[src/rtl/cfgld_pkg.sv]
package cfgld_pkg;
  localparam logic [7:0] FLAG_ON_PAT  = 8'hB4;
  localparam logic [7:0] FLAG_OFF_PAT = 8'hC3;
  localparam logic [7:0] LVL0_PAT     = 8'h5A;
  localparam logic [7:0] LVL1_PAT     = 8'h96;
  localparam logic [7:0] LVL2_PAT     = 8'h69;
  localparam logic [7:0] COMPL_MASK   = 8'hFF;
  localparam logic [1:0] LVL_SECURE   = 2'd2;

  typedef enum logic [2:0] {
    ST_IDLE, ST_RD_VAL, ST_RD_CPY, ST_CHECK, ST_NEXT, ST_DONE
  } ld_state_e;

  typedef enum logic {KIND_LEVEL, KIND_FLAG} entry_kind_e;
endpackage

[src/rtl/cfgld_pair_check.sv]
module cfgld_pair_check
  import cfgld_pkg::*;
#(
  parameter entry_kind_e KIND = KIND_FLAG,
  parameter int          OW   = (KIND == KIND_LEVEL) ? 2 : 1
) (
  input  logic [7:0]    val_i,
  input  logic [7:0]    cpy_i,
  output logic [OW-1:0] dec_o,
  output logic          err_o
);
  logic pair_ok;
  assign pair_ok = ((val_i ^ cpy_i) == COMPL_MASK);

  generate
    if (KIND == KIND_LEVEL) begin : g_level
      always_comb begin
        dec_o = OW'(LVL_SECURE);
        err_o = 1'b1;
        if (pair_ok) begin
          unique case (val_i)
            LVL0_PAT: begin dec_o = OW'(0); err_o = 1'b0; end
            LVL1_PAT: begin dec_o = OW'(1); err_o = 1'b0; end
            LVL2_PAT: begin dec_o = OW'(2); err_o = 1'b0; end
            default:  begin dec_o = OW'(LVL_SECURE); err_o = 1'b1; end
          endcase
        end
      end
    end else begin : g_flag
      always_comb begin
        dec_o = '1;
        err_o = 1'b1;
        if (pair_ok) begin
          unique case (val_i)
            FLAG_ON_PAT:  begin dec_o = '1; err_o = 1'b0; end
            FLAG_OFF_PAT: begin dec_o = '0; err_o = 1'b0; end
            default:      begin dec_o = '1; err_o = 1'b1; end
          endcase
        end
      end
    end
  endgenerate
endmodule

[src/rtl/cfgld_seq.sv]
module cfgld_seq
  import cfgld_pkg::*;
#(
  parameter int NE  = 4,
  parameter int LAT = 2,
  parameter int IW  = (NE > 1) ? $clog2(NE) : 1,
  parameter int AW  = IW + 1
) (
  input  logic          clk,
  input  logic          rst_n,
  input  logic          reload_req,
  output logic          rd_en,
  output logic [AW-1:0] rd_addr,
  input  logic [7:0]    rd_data,
  output logic [7:0]    val_o,
  output logic [7:0]    cpy_o,
  output logic [IW-1:0] idx_o,
  output logic          load_start,
  output logic          chk_en,
  output logic          commit,
  output logic          busy
);
  localparam int CW = $clog2(LAT + 1);
  localparam logic [CW-1:0] CNT_LAST = CW'(LAT);
  localparam logic [IW-1:0] IDX_LAST = IW'(NE - 1);

  ld_state_e state_q;
  logic [CW-1:0] cnt_q;
  logic [IW-1:0] idx_q;
  logic [7:0] val_q, cpy_q;
  logic reading;

  assign reading    = (state_q == ST_RD_VAL) || (state_q == ST_RD_CPY);
  assign rd_en      = reading && (cnt_q == '0);
  assign rd_addr    = {idx_q, (state_q == ST_RD_CPY)};
  assign load_start = (state_q == ST_IDLE) || ((state_q == ST_DONE) && reload_req);
  assign chk_en     = (state_q == ST_CHECK);
  assign commit     = (state_q == ST_NEXT) && (idx_q == IDX_LAST);
  assign busy       = (state_q != ST_DONE);
  assign val_o      = val_q;
  assign cpy_o      = cpy_q;
  assign idx_o      = idx_q;

  always_ff @(posedge clk or negedge rst_n) begin
    if (!rst_n) begin
      state_q <= ST_IDLE;
      cnt_q   <= '0;
      idx_q   <= '0;
      val_q   <= '0;
      cpy_q   <= '0;
    end else begin
      unique case (state_q)
        ST_IDLE: begin
          idx_q   <= '0;
          cnt_q   <= '0;
          state_q <= ST_RD_VAL;
        end
        ST_RD_VAL: begin
          if (cnt_q == CNT_LAST) begin
            val_q   <= rd_data;
            cnt_q   <= '0;
            state_q <= ST_RD_CPY;
          end else begin
            cnt_q <= cnt_q + 1'b1;
          end
        end
        ST_RD_CPY: begin
          if (cnt_q == CNT_LAST) begin
            cpy_q   <= rd_data;
            cnt_q   <= '0;
            state_q <= ST_CHECK;
          end else begin
            cnt_q <= cnt_q + 1'b1;
          end
        end
        ST_CHECK: state_q <= ST_NEXT;
        ST_NEXT: begin
          if (idx_q == IDX_LAST) begin
            state_q <= ST_DONE;
          end else begin
            idx_q   <= idx_q + 1'b1;
            state_q <= ST_RD_VAL;
          end
        end
        ST_DONE: begin
          if (reload_req) begin
            idx_q   <= '0;
            cnt_q   <= '0;
            state_q <= ST_RD_VAL;
          end
        end
        default: state_q <= ST_IDLE;
      endcase
    end
  end
endmodule

[src/rtl/cfgld_regs.sv]
module cfgld_regs
  import cfgld_pkg::*;
#(
  parameter int NE = 4,
  parameter int IW = (NE > 1) ? $clog2(NE) : 1,
  parameter int NF = NE - 1
) (
  input  logic          clk,
  input  logic          rst_n,
  input  logic          load_start,
  input  logic          chk_en,
  input  logic          commit,
  input  logic [IW-1:0] idx_i,
  input  logic [1:0]    lvl_dec,
  input  logic          lvl_err,
  input  logic          flg_dec,
  input  logic          flg_err,
  output logic [1:0]    prot_level,
  output logic [NF-1:0] lock_flags,
  output logic          write_lock,
  output logic [NE-1:0] err_map,
  output logic          load_err
);
  logic [1:0]    lvl_sh;
  logic [NF-1:0] flg_sh;
  logic          cur_err;

  assign cur_err = (idx_i == '0) ? lvl_err : flg_err;

  always_ff @(posedge clk or negedge rst_n) begin
    if (!rst_n)                          lvl_sh <= LVL_SECURE;
    else if (load_start)                 lvl_sh <= LVL_SECURE;
    else if (chk_en && idx_i == '0)      lvl_sh <= lvl_dec;
  end

  generate
    for (genvar g = 0; g < NF; g++) begin : g_flag_sh
      always_ff @(posedge clk or negedge rst_n) begin
        if (!rst_n)                                 flg_sh[g] <= 1'b1;
        else if (load_start)                        flg_sh[g] <= 1'b1;
        else if (chk_en && idx_i == IW'(g + 1))     flg_sh[g] <= flg_dec;
      end
    end
    for (genvar e = 0; e < NE; e++) begin : g_err
      always_ff @(posedge clk or negedge rst_n) begin
        if (!rst_n)                                 err_map[e] <= 1'b0;
        else if (load_start)                        err_map[e] <= 1'b0;
        else if (chk_en && idx_i == IW'(e))         err_map[e] <= cur_err;
      end
    end
  endgenerate

  always_ff @(posedge clk or negedge rst_n) begin
    if (!rst_n)               load_err <= 1'b0;
    else if (load_start)      load_err <= 1'b0;
    else if (chk_en && cur_err) load_err <= 1'b1;
  end

  always_ff @(posedge clk or negedge rst_n) begin
    if (!rst_n) begin
      prot_level <= LVL_SECURE;
      lock_flags <= '1;
      write_lock <= 1'b1;
    end else if (load_start) begin
      prot_level <= LVL_SECURE;
      lock_flags <= '1;
      write_lock <= 1'b1;
    end else if (commit) begin
      prot_level <= lvl_sh;
      lock_flags <= flg_sh;
      write_lock <= (lvl_sh != 2'd0);
    end
  end
endmodule

[src/rtl/cfg_word_loader.sv]
module cfg_word_loader
  import cfgld_pkg::*;
#(
  parameter int NUM_ENTRIES = 4,
  parameter int RD_LATENCY  = 2,
  localparam int IDX_W  = (NUM_ENTRIES > 1) ? $clog2(NUM_ENTRIES) : 1,
  localparam int ADDR_W = IDX_W + 1,
  localparam int NFLAG  = NUM_ENTRIES - 1
) (
  input  logic              clk,
  input  logic              rst_n,
  input  logic              reload_req,
  output logic              rd_en,
  output logic [ADDR_W-1:0] rd_addr,
  input  logic [7:0]        rd_data,
  output logic              busy,
  output logic [1:0]        prot_level,
  output logic [NFLAG-1:0]  lock_flags,
  output logic              write_lock,
  output logic [NUM_ENTRIES-1:0] err_map,
  output logic              load_err
);
  logic [7:0]       val_w, cpy_w;
  logic [IDX_W-1:0] idx_w;
  logic             start_w, chk_w, commit_w;
  logic [1:0]       lvl_dec_w;
  logic [0:0]       flg_dec_w;
  logic             lvl_err_w, flg_err_w;

  cfgld_seq #(.NE(NUM_ENTRIES), .LAT(RD_LATENCY), .IW(IDX_W), .AW(ADDR_W)) seq_i (
    .clk(clk), .rst_n(rst_n), .reload_req(reload_req),
    .rd_en(rd_en), .rd_addr(rd_addr), .rd_data(rd_data),
    .val_o(val_w), .cpy_o(cpy_w), .idx_o(idx_w),
    .load_start(start_w), .chk_en(chk_w), .commit(commit_w), .busy(busy)
  );

  cfgld_pair_check #(.KIND(KIND_LEVEL), .OW(2)) lvl_chk_i (
    .val_i(val_w), .cpy_i(cpy_w), .dec_o(lvl_dec_w), .err_o(lvl_err_w)
  );

  cfgld_pair_check #(.KIND(KIND_FLAG), .OW(1)) flg_chk_i (
    .val_i(val_w), .cpy_i(cpy_w), .dec_o(flg_dec_w), .err_o(flg_err_w)
  );

  cfgld_regs #(.NE(NUM_ENTRIES), .IW(IDX_W), .NF(NFLAG)) regs_i (
    .clk(clk), .rst_n(rst_n), .load_start(start_w), .chk_en(chk_w),
    .commit(commit_w), .idx_i(idx_w),
    .lvl_dec(lvl_dec_w), .lvl_err(lvl_err_w),
    .flg_dec(flg_dec_w[0]), .flg_err(flg_err_w),
    .prot_level(prot_level), .lock_flags(lock_flags), .write_lock(write_lock),
    .err_map(err_map), .load_err(load_err)
  );
endmodule

[config.mk]
export PLATFORM = sky130hd
export DESIGN_NAME = cfg_word_loader
export DESIGN_NICKNAME = d
export VERILOG_FILES = /design/src/rtl/cfgld_pkg.sv /design/src/rtl/cfgld_pair_check.sv /design/src/rtl/cfgld_seq.sv /design/src/rtl/cfgld_regs.sv /design/src/rtl/cfg_word_loader.sv
export SDC_FILE = /design/constraint.sdc
export NUM_CORES = 1
export LEC_CHECK = 0
export BUFFER_PORTS_ARGS = -buffer_cell sky130_fd_sc_hd__buf_2
export CAP_MARGIN = 20
export CORE_MARGIN = 3
export CORE_UTILIZATION = 61
export DETAILED_ROUTE_END_ITERATION = 7
export PLACE_DENSITY_LB_ADDON = 0.08
export SYNTH_ARGS = -nofsm -noshare
export SYNTH_HDL_FRONTEND = slang
export SYNTH_SLANG_ARGS = --single-unit
[constraint.sdc]
create_clock -name clk -period 4.2 [get_ports clk]
set_clock_uncertainty 0.15 [all_clocks]
set_input_delay 0.84 -clock clk [delete_from_list [all_inputs] [get_ports clk]]
set_output_delay 0.84 -clock clk [all_outputs]
set_load 0.01 [all_outputs]
==> impl_results.md <==
* Mapped Cells at 175
* Worst min-delay path category: reg2reg
* Gr usage total at 20.7%
* CTS Hold Bufs at 0
* WHS Endpoint: regs_i.load_err$_DFFE_PN0P_
* Ports at 27
* Slowest library cell on the worst path: dfrtp_1
* DR vias/cell at 5.76
* Post-synthesis sequential area ratio at 49.2%
* Antenna Violating Nets Remaining at 0
* Starting density of the core at 64.7%
* Final WS setup at 1.79 ns
* Vias post-DR at 1416
* Seq cells post-synth at 39
* DRT iter0 DRCs at 124
* # setup viols final at 0
* R2R Path End: regs_i.err_map[2]$_DFFE_PN0P_
* Die Width at 63.4 um
* Fill cell total of the finished layout at 254
* Yosys top cell area share at 37.4%
* RSZ-0062 raised after global routing: false
* Top cells by count, synth: dfrtp_1 (30), mux2_2 (17), o21ai_0 (11), dfstp_2 (9), nand2_1 (9)
* Busiest grt layer: met2
* Dpl cells at 238
* Clk_lat worst skew at 0.35 ns
* Cell row count at 20
* Final hold vios at 0
* DP HPWL at 2670 um
* TNS Setup at 0 ns
* CTS buffer count at 5
* Met1 Use GR at 26.6%
* Design Power at 1.41 mW
* Residual DRC count at 0
* Warnings, synthesis at 0
* DR pass1 iterations at 4
* H-Tree Level Count at 2
* Gpl congestion at 0.764
* CTS tree: built
* Sink Count at 39
* Post-Place Worst Slack at 1.71 ns
* Placed inst area at 0.00215 mm2
* FF/Latch Area at 987 um2
* Ant. Diodes at 0
* Gr ovfl total at 0
* Avg WL per Cell at 14.8 um
* Pins Over Slew Limit at 0
* Status: finished, final reports clean
* Grt met3 use at 5.35%
* Flop2flop setup slack at 2.05 ns
* Vias in the first global route at 1393
* CP Data Required Time at 3.21 ns
* First-pass GRT wire length at 6450 um
* Relative slew slack at 39.5%
* Mapped Area at 0.00201 mm2
* Startpoint class of the critical path: flop
* Critical path peak fanout at 16
* Cell Chain, Critical Path: xnor2_1 -> nor4_1 -> buf_2
* Die Ht at 63.4 um
* Dominant synthesized flop cell: dfrtp_1
* IO Port Bufs at 26
* Worst Hold Slack at 0.366 ns
* Post-CTS Setup Repair Bufs at 0
* Area contributors post-synth: dfrtp_1 (37%), dfstp_2 (12%), mux2_2 (9.5%)
* Post-synth EDFFs at 0
* IR drop worst, VDD at 0.434 mV
* Reg2reg start: seq_i.state_q[2]$_DFFE_PN0P_
* Synth area leader: dfrtp_1
* WHS Path Cells at 2
* Max-Cap Viols at 0
* Fmax at 0.415 GHz
* Hold Crit Start: regs_i.load_err$_DFFE_PN0P_
* Area delta synth->final at 10.7%
* Setup crit end kind: output port
* Power per cell area at 636 mW/mm2
* Worst R2R Path Depth at 4
* Reg clk slew, reported paths at 0.12 ns
* Combined area of the multi-input logic cells at 967 um2
* Syn_nets at 190
* Proportion of layout cells with a drive suffix above 1 at 32.2%
* Synth cell types at 44
* Worst-Margin Slew at 0.906 ns
* PostCTS Resize Cnt at 0
* Finished Layout Cells at 246
* Routed WL at 3650 um
* Critical Path Max Stage Delay at 0.63 ns
* Fin crit share at 57.3%
* Cell family with most CP delay: flip-flops
* Clk root buf: clkbuf_4
* DIE AREA at 0.00402 mm2
* Critical path class: reg2out
* CTS Buffer Depth at 2
* Core Box Area at 0.00310 mm2
* Crit path buffers/inverters at 1
* Largest net degree at the start of global routing at 40
* Core Util, Final at 71.7%
* Top-count cell post-synth: dfrtp_1
* Initial antenna violation count at 0
* Avg Inst Size Synth at 11.5 um2
* Met2 Use GR at 32.9%
* Nets at 216
* Design area at 0.00222 mm2
* WP data arrival at 1.42 ns
* Minimum clock period at 2.41 ns
* Leakage at 0.997 nW
* Ys async rst share at 100%
-- metal layers --
layer  vias up  wire, um  share of wire (%)
li1        694         -                  -
met1       674      1580                 43
met2        43      1780                 49
met3         5       233                6.4
met4         0        57                1.6
met5         -         0                  0
-- power breakdown --
part	total [mW]	leakage (nW)	switching (mW)	internal [mW]
Sequential	0.651	0.466	0.156	0.496
Combinational	0.547	0.492	0.265	0.282
Clock	0.215	0.0386	0.117	0.0985
Total	1.41	0.997	0.537	0.876
-- tightest hold or removal path: cells and delay by family, from the launching register on --
| kind | cells | cell delay [ns] |
|---|---|---|
| AOI/OAI and AO/OA | 2 | 0.11 |
| DFF | 1 | 0.37 |
-- worst max-delay path by stage --
stage | startpoint | to | slack [ns] | depth (start not counted)
after floorplan | seq_i.state_q[0]$_DFFE_PN0P_ | rd_en | 2.16 | 3
after global placement | reload_req | regs_i.err_map[1]$_DFFE_PN0P_ | 1.76 | 5
after detailed placement | reload_req | regs_i.err_map[2]$_DFFE_PN0P_ | 1.71 | 5
after CTS | seq_i.state_q[0]$_DFFE_PN0P_ | rd_en | 1.76 | 3
after global routing | seq_i.state_q[0]$_DFFE_PN0P_ | rd_en | 1.61 | 3
final | seq_i.state_q[0]$_DFFE_PN0P_ | rd_en | 1.79 | 3
-- cell type report --
| class | instances | area share, % |
|---|---|---|
| sequential | 39 | 44.4 |
| multi-input combinational | 125 | 43.5 |
| timing repair buffer | 26 | 5.85 |
| tap | 44 | 2.48 |
| clock buffer | 8 | 3.10 |
| inverter | 4 | 0.675 |
-- cells by family after synthesis --
family / Yosys count / synth area share (%)
buffers and inverters: 11 / 2.68
adder cells (fa/ha/maj): 4 / 2.49
AO/OA/AOI/OAI: 30 / 9.22
multiplexers: 24 / 13.9
AND/OR/NAND/NOR: 58 / 18.6
XOR/XNOR: 9 / 3.93
flip-flops: 39 / 49.2
-- sequential cells by signal, indices dropped and copies added (netlist names) --
name / count
seq_i.idx_o: 2
seq_i.cpy_o: 8
regs_i.prot_level: 2
regs_i.err_map: 4
seq_i.cnt_q: 2
regs_i.lock_flags: 3
regs_i.flg_sh: 3
seq_i.val_o: 8
regs_i.lvl_sh: 2
regs_i.write_lock: 1
seq_i.state_q: 3
regs_i.load_err: 1
-- placed cells by master (no fill, tap or decap), types with 2 or more instances in the layout --
cell,instances
a21o_1,2
a21oi_1,5
a31oi_1,3
and2_1,4
and4bb_2,4
buf_2,26
clkbuf_4,5
clkbuf_8,2
dfrtp_1,30
dfstp_2,9
ha_1,4
inv_1,4
mux2_2,17
mux2i_1,5
nand2_1,9
nand2b_1,4
nand3b_1,2
nand4_1,4
nor2_1,6
nor2b_1,4
nor3_1,6
nor3b_1,2
nor4_1,2
nor4b_1,3
nor4bb_1,3
o21ai_0,11
o21bai_1,2
xor2_1,8
Power figures use the tool's default switching activity.
